===== config.mk =====
export PLATFORM = sky130hd
export DESIGN_NAME = uart_line_status
export DESIGN_NICKNAME = d
export VERILOG_FILES = /design/src/rtl/lsr_pkg.sv /design/src/rtl/lsr_tag_fifo.sv /design/src/rtl/lsr_tx_fsm.sv /design/src/rtl/lsr_rx_flags.sv /design/src/rtl/uart_line_status.sv
export SDC_FILE = /design/constraint.sdc
export NUM_CORES = 1
export LEC_CHECK = 0
export BUFFER_PORTS_ARGS = -buffer_cell sky130_fd_sc_hd__buf_2
export CAP_MARGIN = 20
export CORE_MARGIN = 2
export CORE_UTILIZATION = 50
export DETAILED_ROUTE_END_ITERATION = 16
export PLACE_DENSITY = 0.68
export SLEW_MARGIN = 20
export SYNTH_ARGS = -nofsm -noshare
export SYNTH_HDL_FRONTEND = slang
export SYNTH_SLANG_ARGS = --single-unit

===== constraint.sdc =====
create_clock -name clk -period 3.4 [get_ports clk]
set_clock_uncertainty 0.1 [all_clocks]
set_input_delay 0.68 -clock clk [delete_from_list [all_inputs] [get_ports clk]]
set_output_delay 0.68 -clock clk [all_outputs]
set_load 0.01 [all_outputs]

===== src/rtl/lsr_pkg.sv =====
package lsr_pkg;

    typedef enum logic [1:0] {
        TX_IDLE  = 2'd0,
        TX_PEND  = 2'd1,
        TX_SHIFT = 2'd2
    } tx_state_e;

    typedef struct packed {
        logic brk;
        logic frm;
        logic par;
    } err_tag_t;

endpackage


===== src/rtl/lsr_tag_fifo.sv =====
module lsr_tag_fifo
    import lsr_pkg::*;
#(
    parameter int DEPTH = 16
) (
    input  logic                         clk,
    input  logic                         rst_n,
    input  logic                         clr,
    input  logic                         push,
    input  err_tag_t                     push_tag,
    input  logic                         pop,
    output logic [$clog2(DEPTH+1)-1:0]   count,
    output logic                         overrun,
    output logic                         push_err,
    output logic                         pres,
    output err_tag_t                     pres_tag,
    output logic                         err_none
);
    localparam int PW = (DEPTH > 1) ? $clog2(DEPTH) : 1;
    localparam int CW = $clog2(DEPTH + 1);

    err_tag_t          mem [DEPTH];
    logic [PW-1:0]     rd_ptr;
    logic [PW-1:0]     wr_ptr;
    logic [PW-1:0]     rd_nxt;
    logic [PW-1:0]     wr_nxt;
    logic [CW-1:0]     err_cnt;
    logic              pop_ok;
    logic              push_ok;
    logic              pop_err;

    function automatic logic [PW-1:0] ptr_inc(input logic [PW-1:0] p);
        return (p == PW'(DEPTH - 1)) ? '0 : p + PW'(1);
    endfunction

    assign rd_nxt = ptr_inc(rd_ptr);
    assign wr_nxt = ptr_inc(wr_ptr);

    always_comb begin
        pop_ok   = pop && (count != '0) && !clr;
        push_ok  = push && !clr && ((count != CW'(DEPTH)) || pop_ok);
        overrun  = push && !clr && !push_ok;
        push_err = push_ok && (push_tag != '0);
        pop_err  = pop_ok && (mem[rd_ptr] != '0);
        pres     = 1'b0;
        pres_tag = '0;
        if (push_ok && (count == '0)) begin
            pres     = 1'b1;
            pres_tag = push_tag;
        end else if (pop_ok && (count > CW'(1))) begin
            pres     = 1'b1;
            pres_tag = mem[rd_nxt];
        end else if (pop_ok && push_ok && (count == CW'(1))) begin
            pres     = 1'b1;
            pres_tag = push_tag;
        end
    end

    always_ff @(posedge clk) begin
        if (!rst_n || clr) begin
            rd_ptr  <= '0;
            wr_ptr  <= '0;
            count   <= '0;
            err_cnt <= '0;
        end else begin
            if (pop_ok)  rd_ptr <= rd_nxt;
            if (push_ok) wr_ptr <= wr_nxt;
            count   <= count + CW'(push_ok) - CW'(pop_ok);
            err_cnt <= err_cnt + CW'(push_err) - CW'(pop_err);
        end
    end

    always_ff @(posedge clk) begin
        if (push_ok) mem[wr_ptr] <= push_tag;
    end

    assign err_none = (err_cnt == '0);


    no_overflow_chk: assert property (@(posedge clk) disable iff (!rst_n)
        count <= CW'(DEPTH));


    overrun_hold_chk: assert property (@(posedge clk) disable iff (!rst_n)
        overrun |=> $stable(count));


    clear_empty_chk: assert property (@(posedge clk) disable iff (!rst_n)
        clr |=> (count == '0) && err_none);
endmodule


===== src/rtl/lsr_tx_fsm.sv =====
module lsr_tx_fsm
    import lsr_pkg::*;
(
    input  logic clk,
    input  logic rst_n,
    input  logic thr_wr,
    input  logic tx_fifo_empty,
    input  logic tx_shift_idle,
    output logic thre,
    output logic temt
);
    tx_state_e state_q;
    tx_state_e state_d;

    always_ff @(posedge clk) begin
        if (!rst_n) state_q <= TX_IDLE;
        else        state_q <= state_d;
    end

    always_comb begin
        state_d = state_q;
        unique case (state_q)
            TX_IDLE: begin
                if (thr_wr) state_d = TX_PEND;
            end
            TX_PEND: begin
                if (thr_wr)              state_d = TX_PEND;
                else if (tx_fifo_empty)  state_d = tx_shift_idle ? TX_IDLE : TX_SHIFT;
            end
            TX_SHIFT: begin
                if (thr_wr)                               state_d = TX_PEND;
                else if (tx_fifo_empty && tx_shift_idle)  state_d = TX_IDLE;
            end
            default: state_d = TX_IDLE;
        endcase
    end

    always_comb begin
        thre = 1'b1;
        temt = 1'b0;
        unique case (state_q)
            TX_IDLE:  begin thre = 1'b1; temt = 1'b1; end
            TX_PEND:  begin thre = 1'b0; temt = 1'b0; end
            TX_SHIFT: begin thre = 1'b1; temt = 1'b0; end
            default:  begin thre = 1'b1; temt = 1'b0; end
        endcase
    end


    thre_clear_chk: assert property (@(posedge clk) disable iff (!rst_n)
        thr_wr |=> !thre);


    temt_cause_chk: assert property (@(posedge clk) disable iff (!rst_n)
        $rose(temt) |-> $past(tx_shift_idle) && $past(tx_fifo_empty));
endmodule


===== src/rtl/lsr_rx_flags.sv =====
module lsr_rx_flags
    import lsr_pkg::*;
(
    input  logic     clk,
    input  logic     rst_n,
    input  logic     lsr_rd,
    input  logic     overrun,
    input  logic     pres,
    input  err_tag_t pres_tag,
    input  logic     push_err,
    input  logic     err_none,
    output logic     oe,
    output err_tag_t errs,
    output logic     fifo_err
);
    err_tag_t latch_in;

    assign latch_in = pres ? pres_tag : '0;

    always_ff @(posedge clk) begin
        if (!rst_n) begin
            oe       <= 1'b0;
            errs     <= '0;
            fifo_err <= 1'b0;
        end else begin
            oe       <= overrun | (oe & ~lsr_rd);
            errs     <= latch_in | (lsr_rd ? err_tag_t'('0) : errs);
            fifo_err <= push_err | (fifo_err & ~(lsr_rd & err_none));
        end
    end


    oe_read_clear_chk: assert property (@(posedge clk) disable iff (!rst_n)
        (lsr_rd && !overrun) |=> !oe);


    fifo_err_hold_chk: assert property (@(posedge clk) disable iff (!rst_n)
        (fifo_err && !err_none) |=> fifo_err);
endmodule


===== src/rtl/uart_line_status.sv =====
module uart_line_status
    import lsr_pkg::*;
#(
    parameter int DEPTH = 16
) (
    input  logic       clk,
    input  logic       rst_n,
    input  logic       rx_done,
    input  logic       rx_par_err,
    input  logic       rx_frm_err,
    input  logic       rx_brk,
    input  logic       rbr_rd,
    input  logic       rx_fifo_clr,
    input  logic       thr_wr,
    input  logic       tx_fifo_empty,
    input  logic       tx_shift_idle,
    input  logic       lsr_rd,
    input  logic       lsi_en,
    output logic [7:0] lsr,
    output logic       rx_avail,
    output logic       lsi_irq
);
    localparam int CW = $clog2(DEPTH + 1);

    err_tag_t        in_tag;
    err_tag_t        pres_tag;
    err_tag_t        errs;
    logic [CW-1:0]   count;
    logic            overrun;
    logic            push_err;
    logic            pres;
    logic            err_none;
    logic            oe;
    logic            fifo_err;
    logic            thre;
    logic            temt;
    logic            dr;

    assign in_tag = '{brk: rx_brk, frm: rx_frm_err, par: rx_par_err};

    lsr_tag_fifo #(.DEPTH(DEPTH)) u_tags (
        .clk      (clk),
        .rst_n    (rst_n),
        .clr      (rx_fifo_clr),
        .push     (rx_done),
        .push_tag (in_tag),
        .pop      (rbr_rd),
        .count    (count),
        .overrun  (overrun),
        .push_err (push_err),
        .pres     (pres),
        .pres_tag (pres_tag),
        .err_none (err_none)
    );

    lsr_rx_flags u_flags (
        .clk      (clk),
        .rst_n    (rst_n),
        .lsr_rd   (lsr_rd),
        .overrun  (overrun),
        .pres     (pres),
        .pres_tag (pres_tag),
        .push_err (push_err),
        .err_none (err_none),
        .oe       (oe),
        .errs     (errs),
        .fifo_err (fifo_err)
    );

    lsr_tx_fsm u_tx (
        .clk           (clk),
        .rst_n         (rst_n),
        .thr_wr        (thr_wr),
        .tx_fifo_empty (tx_fifo_empty),
        .tx_shift_idle (tx_shift_idle),
        .thre          (thre),
        .temt          (temt)
    );

    assign dr       = (count != '0);
    assign lsr      = {fifo_err, temt, thre, errs.brk, errs.frm, errs.par, oe, dr};
    assign rx_avail = dr;
    assign lsi_irq  = lsi_en & (oe | errs.par | errs.frm | errs.brk);


    clear_drops_dr_chk: assert property (@(posedge clk) disable iff (!rst_n)
        rx_fifo_clr |=> !rx_avail);


    empty_read_chk: assert property (@(posedge clk) disable iff (!rst_n)
        (rbr_rd && !rx_done && !dr) |=> !dr);
endmodule


==> results.md, run 1 <==
* Status: completed
* Final #Nets at 369
* Max-slew headroom at 0.349
* Crit-path max FO at 2
* Initial antenna violation count at 0
* Count of cell types in the netlist at 48
* Design Area, Final at 4130 sq um
* Average instance area after synthesis at 11.9 sq um
* Cell chain of the critical path: or4b_4, a311oi_2, o32ai_1, and2_1, ha_1, inv_1, ha_1, inv_1, fa_2, inv_1, a21oi_1, nor2_1, or3_1, a21oi_1
* Register area at 2020 sq um
* Die Width at 90.1 microns
* Largest net degree at the start of global routing at 19
* Setup crit start kind: flip-flop
* FMAX at 318 MHz
* # hold bufs at CTS at 0
* Post-route insts no fill at 439
* Final setup fails at 0
* Yosys warnings at 0
* CTS Buf Count at 9
* Initial core utilization at 0.514
* Die ar. at 8110 sq um
* CP required at 3.59 ns
* Compound-gate portion of the synthesized area at 0.0993
* Post-route setup slack at 0.251 ns
* Synthesized Nets at 345
* Slew Limit Fails at 0
* Switching Fraction at 0.274
* Comb pwr share at 0.146
* H-tree depth at 3
* Slowest CP cell: or4b_4
* Register area share after synthesis at 0.546
* Mux contribution to synthesized area at 0.0919
* Synth Area in Adders at 0.0750
* Final hold slack at 0.378 ns
* Core Footprint at 7210 sq um
* Fin crit share at 0.926
* Most used DFF post-synth: edfxtp_1
* # clock sinks at 77
* Met1 GRT Util at 0.265
* Worst Path Arrival at 3.34 ns
* Clock latency on the worst-skew pair at 0.36 ns
* Ant. Diodes at 0
* Routed via count at 2392
* Yosys reg bits at 77
* Main combinational cell family by area after synthesis: simple AND/OR/NAND/NOR gates
* PD cells at 503 nW/um^2
* First-pass detailed-route iteration total at 4
* Critical Path End Type: flip-flop
* Worst VDD drop at 0.248 mV
* Clock share of power at 0.355
* Grt ovf at 0
* Crit path largest cell delay at 0.55 ns
* Vias in the first global route at 2346
* DRC violation count after routing at 0
* M3 GR Usage at 0.0478
* Grt peak-use layer: met2
* Slew @ Worst Pin at 0.952 ns
* Period minus WS final at 3.15 ns
* Die H at 90.1 microns
* Gr usage total at 0.191
* First-pass GRT wire length at 12.0 mm
* Type of the worst min-delay path: flip-flop to flip-flop
* Syn Std Cell Area at 3700 sq um
* Area growth syn-to-layout at 11.5%
* Post-DR vias/cell at 5.45
* Worst slack, placed at 0.144 ns
* Placed cell count at 423
* Internal Power at 1.51 mW
* Cell count after synthesis at 311
* Dpl hpwl at 5.32 mm
* Root Driver: clkbuf_8
* Hold Vio Cnt, Final at 0
* Placed cell area at 3910 sq um
* Antenna viol nets, final at 0
* WS Path Type: flip-flop to flip-flop
* Max Cap Viol at 0
* Layout cell share with drive strength beyond 1 at 0.176
* Routed wire length per instance at 16.9 microns
* RSZ-0062 raised after global routing: false
* Switch Pwr at 0.569 mW
* Fillers at 616
* Post-Synth XOR/XNOR Area at 0.0213
* Final GP Congestion at 0.779
* Synth Area in Simple Gates at 0.120
* Final WL at 7.41 mm
* CP dominant cell by count: inv_1
* # rows at 31
* Clk slew on worst S/H paths at 0.10 ns
* Met2 Track Usage GR at 0.296
* Initial drt markers at 122
* CTS tree: done
* # IOs at 23
* Clock Tree Buf Depth at 2
* Setup TNS at 0 ns
* Sequential share of power at 0.499
* Post-synth EDFFs at 48
* Leak Pwr at 1.49 nW
* Footprint of the multi-input gates at 1520 sq um
* Async SR Flop Fraction at 0
* # port buffers at 22
-- power by group through the flow --
stage | logic, mW | clock network (mW) | registers (mW)
finish | 0.304 | 0.738 | 1.04
global placement | 0.299 | 0 | 1.06
CTS | 0.306 | 0.745 | 1.04
floorplan | 0.226 | 0 | 1.06
detailed placement | 0.304 | 0 | 1.06
global route | 0.346 | 0.780 | 1.04
-- per-layer routing --
layer / vias up / routed length, microns / share of wire
li1: 1195 / - / -
met1: 1129 / 3530 / 0.48
met2: 64 / 3450 / 0.47
met3: 4 / 385 / 0.052
met4: 0 / 42 / 0.0057
met5: - / 0 / 0
-- cell usage in the layout (no fill, tap or decap), types with 2 or more instances in the layout --
cell type,instances
nor4b_1,3
xor2_1,5
a31oi_1,3
o32ai_1,2
nor2_1,39
inv_1,24
a21oi_1,13
a21o_1,2
nand2b_1,7
nor2b_1,3
o31ai_1,2
a211o_1,2
buf_4,7
a211oi_1,7
or3_1,2
xnor2_1,4
nor4_1,6
nor3_1,11
ha_1,19
inv_8,2
mux4_2,9
nand3_1,6
dfxtp_1,29
edfxtp_1,48
buf_2,22
o2bb2ai_1,2
clkbuf_8,9
inv_6,3
mux2i_1,10
a22oi_1,3
o21ai_0,5
nand2_1,11
-- kinds of logic (layout without fill, tap and decap cells) --
family | Yosys count | in the layout
muxes | 21 | 21
DFF | 77 | 77
buffers and inverters | 40 | 69
xor gates and xnor gates | 9 | 9
adders and majority gates | 21 | 21
AOI/OAI and AO/OA | 51 | 51
and+or+nand+nor | 92 | 92
-- synth_stat cells (all sizes together) (2+ instances only) --
master / number / area share
edfxtp: 48 / 0.39
nor2: 39 / 0.040
dfxtp: 29 / 0.16
inv: 24 / 0.024
ha: 19 / 0.064
a21oi: 13 / 0.018
nand2: 11 / 0.011
nor3: 11 / 0.015
mux2i: 10 / 0.027
mux4: 10 / 0.062
buf: 9 / 0.015
a211oi: 7 / 0.014
clkbuf: 7 / 0.0071
nand2b: 7 / 0.012
nand3: 6 / 0.0081
nor4: 6 / 0.010
o21ai: 5 / 0.0068
xor2: 5 / 0.012
a31oi: 4 / 0.011
xnor2: 4 / 0.0095
a21o: 3 / 0.0064
a22oi: 3 / 0.0061
nor2b: 3 / 0.0051
nor4b: 3 / 0.0071
a211o: 2 / 0.0047
fa: 2 / 0.011
o2bb2ai: 2 / 0.0047
o31ai: 2 / 0.0041
o32ai: 2 / 0.0047
or3: 2 / 0.0034
-- worst paths after layout --
check / start / endpoint / slack, ns / depth (start not counted)
max: u_tags.mem[5][0] / u_tags.err_cnt[4] / 0.25 / 14
min: u_flags.fifo_err / u_flags.fifo_err / 0.38 / 2
max reg2reg: u_tags.mem[5][0] / u_tags.err_cnt[4] / 0.25 / 14
min reg2reg: u_flags.fifo_err / u_flags.fifo_err / 0.38 / 2
-- metrics by stage --
step,util,total power [mW]
after floorplan,-,1.28
after global placement,0.542,1.36
after detailed placement,0.542,1.36
after global routing,0.573,2.17
after CTS,0.571,2.09
final,0.573,2.08
-- state kept, by name (all words and copies together) (netlist names), 2 cells and up, named ones only --
| name | count |
|---|---|
| u_tags.mem | 48 |
| u_tags.wr_ptr | 4 |
| u_tags.count | 5 |
| u_flags.errs | 3 |
| u_tags.rd_ptr | 4 |
| u_tags.err_cnt | 5 |
| u_tx.state_q | 2 |
-- worst max-delay path: cells and delay by family (launching register included) --
family,cells,cell delay (ns)
flops,1,0.40
compound gates,4,0.65
buf+inv,3,0.15
fa+ha+maj,3,0.65
simple gates,4,1.13
-- layout make-up --
| class | instances | share of cell area |
|---|---|---|
| sequential | 77 | 0.489 |
| inverter | 24 | 0.0218 |
| clock inverter | 7 | 0.0209 |
| timing repair buffer | 29 | 0.0394 |
| multi-input combinational | 194 | 0.369 |
| tap | 99 | 0.0300 |
| clock buffer | 9 | 0.0300 |
-- what timing repair did --
item,in CTS,in global routing
endpoints found under the setup margin,0,1
gates resized for setup,0,3
setup buffers,0,0
No activity file was read; power rests on OpenSTA's default activity.
==> run 2: changes to the inputs <==
Settings changed: SYNTH_HIERARCHICAL set to 1.
==> run 2 against run 1 <==
- combinational power is 47% lower
- critical path type unchanged
- critical endpoint is now u_tags/err_cnt[4]
- worst setup slack worse by 0.022 ns
- largest cell class unchanged
- non-clock buffer count is 1 lower
==> results.md, run 2 <==
* Status: completed (unchanged)
* Crit-path max FO at 2 (unchanged)
* Average instance area after synthesis at 10.8 sq um (was 11.9 sq um)
* Setup TNS at 0 ns (unchanged)
* Layout cell share with drive strength beyond 1 at 0.160 (was 0.176)
* Final #Nets at 410 (was 369)
* Clk slew on worst S/H paths at 0.09 ns (was 0.10 ns)
* Gr usage total at 0.203 (was 0.191)
* Die ar. at 8420 sq um (was 8110 sq um)
* Post-DR vias/cell at 5.68 (was 5.45)
* RSZ-0062 raised after global routing: false (unchanged)
* Clock share of power at 0.344 (was 0.355)
* Dpl hpwl at 5.95 mm (was 5.32 mm)
* Max-slew headroom at 0.471 (was 0.349)
* Routed wire length per instance at 16.6 microns (was 16.9 microns)
* Yosys warnings at 6 (was 0)
* Routed via count at 2747 (was 2392)
* CP required at 3.56 ns (was 3.59 ns)
* First-pass detailed-route iteration total at 5 (was 4)
* Switching Fraction at 0.251 (was 0.274)
* Bufs and invs on worst path at 1 (was 3)
* Commonest non-fill, non-tap cell in the layout: edfxtp_1 (unchanged)
* Type of the worst min-delay path: flip-flop to flip-flop (unchanged)
* # clock sinks at 77 (unchanged)
* Reg2Reg Depth at 13 (was 14)
* Worst Path Arrival at 3.33 ns (was 3.34 ns)
* First-pass GRT wire length at 13.1 mm (was 12.0 mm)
* Placed cell area at 4040 sq um (was 3910 sq um)
* WS Path Type: flip-flop to flip-flop (unchanged)
* Internal Power at 1.34 mW (was 1.51 mW)
* Synthesized Nets at 388 (was 345)
* Hold Vio Cnt, Final at 0 (unchanged)
* Worst slack, placed at 0.193 ns (was 0.144 ns)
* # IOs at 23 (unchanged)
* Slew @ Worst Pin at 0.794 ns (was 0.952 ns)
* Design Area, Final at 4230 sq um (was 4130 sq um)
* Fin crit share at 0.933 (was 0.926)
* Register area share after synthesis at 0.525 (was 0.546)
* Slowest CP cell: edfxtp_1 (was or4b_4)
* H-tree depth at 3 (unchanged)
* Footprint of the multi-input gates at 1660 sq um (was 1520 sq um)
* Clock latency on the worst-skew pair at 0.34 ns (was 0.36 ns)
* Area growth syn-to-layout at 9.84% (was 11.5%)
* Largest net degree at the start of global routing at 19 (unchanged)
* Initial drt markers at 207 (was 122)
* # port buffers at 22 (unchanged)
* Commonest non-fill, non-tap cells in the layout: edfxtp_1 (48), nor2_1 (46), dfxtp_1 (27) (was edfxtp_1 (48), nor2_1 (39), dfxtp_1 (29))
* Post-synth top area cell: edfxtp_1 (unchanged)
* Reg2Reg Setup Slack at 0.23 ns (was 0.25 ns)
* Most frequent cell after synthesis: edfxtp_1 (unchanged)
* Core Footprint at 7610 sq um (was 7210 sq um)
* Root Driver: clkbuf_8 (unchanged)
* # hold bufs at CTS at 0 (unchanged)
* DRC violation count after routing at 0 (unchanged)
* Register area at 2020 sq um (about the same)
* Comb pwr share at 0.090 (was 0.146)
* Max reg flops at 48 (unchanged)
* Resized cells post-CTS at 0 (unchanged)
* Async SR Flop Fraction at 0 (unchanged)
* Synth area leaders: edfxtp_1 (37%), dfxtp_1 (15%), ha_1 (5.8%) (was edfxtp_1 (39%), dfxtp_1 (16%), ha_1 (6.4%))
* Final GP Congestion at 0.851 (was 0.779)
* Initial core utilization at 0.506 (was 0.514)
* CTS Buf Count at 9 (unchanged)
* Initial antenna violation count at 0 (unchanged)
* CTS tree: done (unchanged)
* Final setup fails at 0 (unchanged)
* Leak Pwr at 1.47 nW (was 1.49 nW)
* Yosys reg bits at 77 (unchanged)
* Vias in the first global route at 2631 (was 2346)
* # rows at 32 (was 31)
* Crit path from: u_tags/mem[3][0] (was u_tags.mem[5][0])
* Max Cap Viol at 0 (unchanged)
* Critical path depth at 13 (was 14)
* Sequential share of power at 0.566 (was 0.499)
* Most used DFF post-synth: edfxtp_1 (unchanged)
* Fillers at 674 (was 616)
* Top flop regs: u_tags/mem x48, u_tags/count x5, u_tags/err_cnt x5 (was u_tags.mem x48, u_tags.count x5, u_tags.err_cnt x5)
* Ant. Diodes at 0 (unchanged)
* Antenna viol nets, final at 0 (unchanged)
* Post-route setup slack at 0.229 ns (was 0.251 ns)
* Die H at 91.8 microns (was 90.1 microns)
* CP dominant cell by count: a21oi_1 (was inv_1)
* Post-synth EDFFs at 48 (unchanged)
* Final WL at 8.02 mm (was 7.41 mm)
* Switch Pwr at 0.449 mW (was 0.569 mW)
* Count of cell types in the netlist at 58 (was 48)
* Cell count after synthesis at 355 (was 311)
* Core Util, Final at 0.556 (was 0.573)
* FMAX at 315 MHz (was 318 MHz)
* Top reg by flops: u_tags/mem (was u_tags.mem)
* Die Width at 91.8 microns (was 90.1 microns)
* Cell chain of the critical path: nor4_1, a21oi_1, a211oi_1, o32a_1, nor3_1, ha_1, inv_1, ha_1, fa_1, a21oi_1, nor2_1, or3_1, a21oi_1 (was or4b_4, a311oi_2, o32ai_1, and2_1, ha_1, inv_1, ha_1, inv_1, fa_2, inv_1, a21oi_1, nor2_1, or3_1, a21oi_1)
* CP endpoint: u_tags/err_cnt[4] (was u_tags.err_cnt[4])
* Top delay family on crit path: adder cells (was simple AND/OR/NAND/NOR gates)
* PD cells at 423 nW/um^2 (was 503 nW/um^2)
* Commonest cells post-synth: edfxtp_1 (48), nor2_1 (46), dfxtp_1 (29), nand2_1 (24) (was edfxtp_1 (48), nor2_1 (39), dfxtp_1 (29), inv_1 (24), ha_1 (19))
* Period minus WS final at 3.17 ns (was 3.15 ns)
* Crit path largest cell delay at 0.41 ns (was 0.55 ns)
* Grt ovf at 0 (unchanged)
* Launching point of the worst reg2reg path: u_tags/mem[3][0] (was u_tags.mem[5][0])
* Clock Tree Buf Depth at 2 (unchanged)
* Syn Std Cell Area at 3850 sq um (was 3700 sq um)
* Setup crit start kind: flip-flop (unchanged)
* Worst VDD drop at 0.198 mV (was 0.248 mV)
* Critical Path End Type: flip-flop (unchanged)
* Area share of the largest cell type after synthesis at 0.374 (was 0.389)
* Setup bufs post-CTS at 0 (unchanged)
* Slew Limit Fails at 0 (unchanged)
* R2R Path End: u_tags/err_cnt[4] (was u_tags.err_cnt[4])
[run 2: worst min-delay path by stage]
| stage | startpoint | end | slack (ns) | cells after the start |
|---|---|---|---|---|
| 6_report | u_flags/errs[0] | u_flags/errs[0] | 0.39 | 2 |
| 2_1_floorplan | u_flags/fifo_err | u_flags/fifo_err | 0.39 | 2 |
| 5_1_grt | thr_wr | u_tx/state_q[1] | 0.41 | 2 |
| 3_3_place_gp | u_flags/errs[1] | u_flags/errs[1] | 0.38 | 2 |
| 4_1_cts | u_flags/errs[1] | u_flags/errs[1] | 0.40 | 2 |
| 3_5_place_dp | u_flags/errs[1] | u_flags/errs[1] | 0.38 | 2 |
[run 2: cells by family after synthesis]
logic type	Yosys count	share of synthesized area
mux	8	0.0396
fa+ha+maj	20	0.0689
simple gates	132	0.172
flops	77	0.525
compound gates	70	0.130
xor+xnor	8	0.0182
buf+inv	40	0.0468
[run 2: stage by stage]
| stage | std cells | power, mW | hold WS [ns] |
|---|---|---|---|
| 2_1_floorplan | 355 | 1.15 | 0.392 |
| 3_3_place_gp | 468 | 1.19 | 0.380 |
| 3_5_place_dp | 468 | 1.19 | 0.383 |
| 4_1_cts | 484 | 1.80 | 0.396 |
| 5_1_grt | 484 | 1.87 | 0.409 |
| 6_report | 484 | 1.79 | 0.392 |
[run 2: power by group through the flow]
stage | Combinational [mW] | Sequential, mW | Clock, mW
finish | 0.161 | 1.01 | 0.617
global route | 0.183 | 1.01 | 0.674
CTS | 0.161 | 1.01 | 0.629
detailed placement | 0.160 | 1.03 | 0
global placement | 0.159 | 1.03 | 0
floorplan | 0.114 | 1.03 | 0
[run 2: final cells by class]
cell class              count  area share
clock buffers              10      0.0302
clock inverters             6      0.0109
inverters                  23      0.0204
multi-input cells         238       0.393
flip-flops and latches     77       0.479
well taps                 102      0.0302
repair buffers             28      0.0367
[run 2: tightest hold or removal path, stage by stage (launching register included)]
cell and delay [ns]:
dfxtp_1 0.33, nand2b_1 0.08, a21boi_2 0.05
[run 2: metal layers]
| layer | GRT usage | vias up | part of all wire |
|---|---|---|---|
| met5 | 0 | - | 0 |
| met4 | 0.0697 | 0 | 0.015 |
| met3 | 0.0403 | 11 | 0.047 |
| met2 | 0.317 | 76 | 0.46 |
| met1 | 0.286 | 1312 | 0.48 |
| li1 | - | 1348 | - |
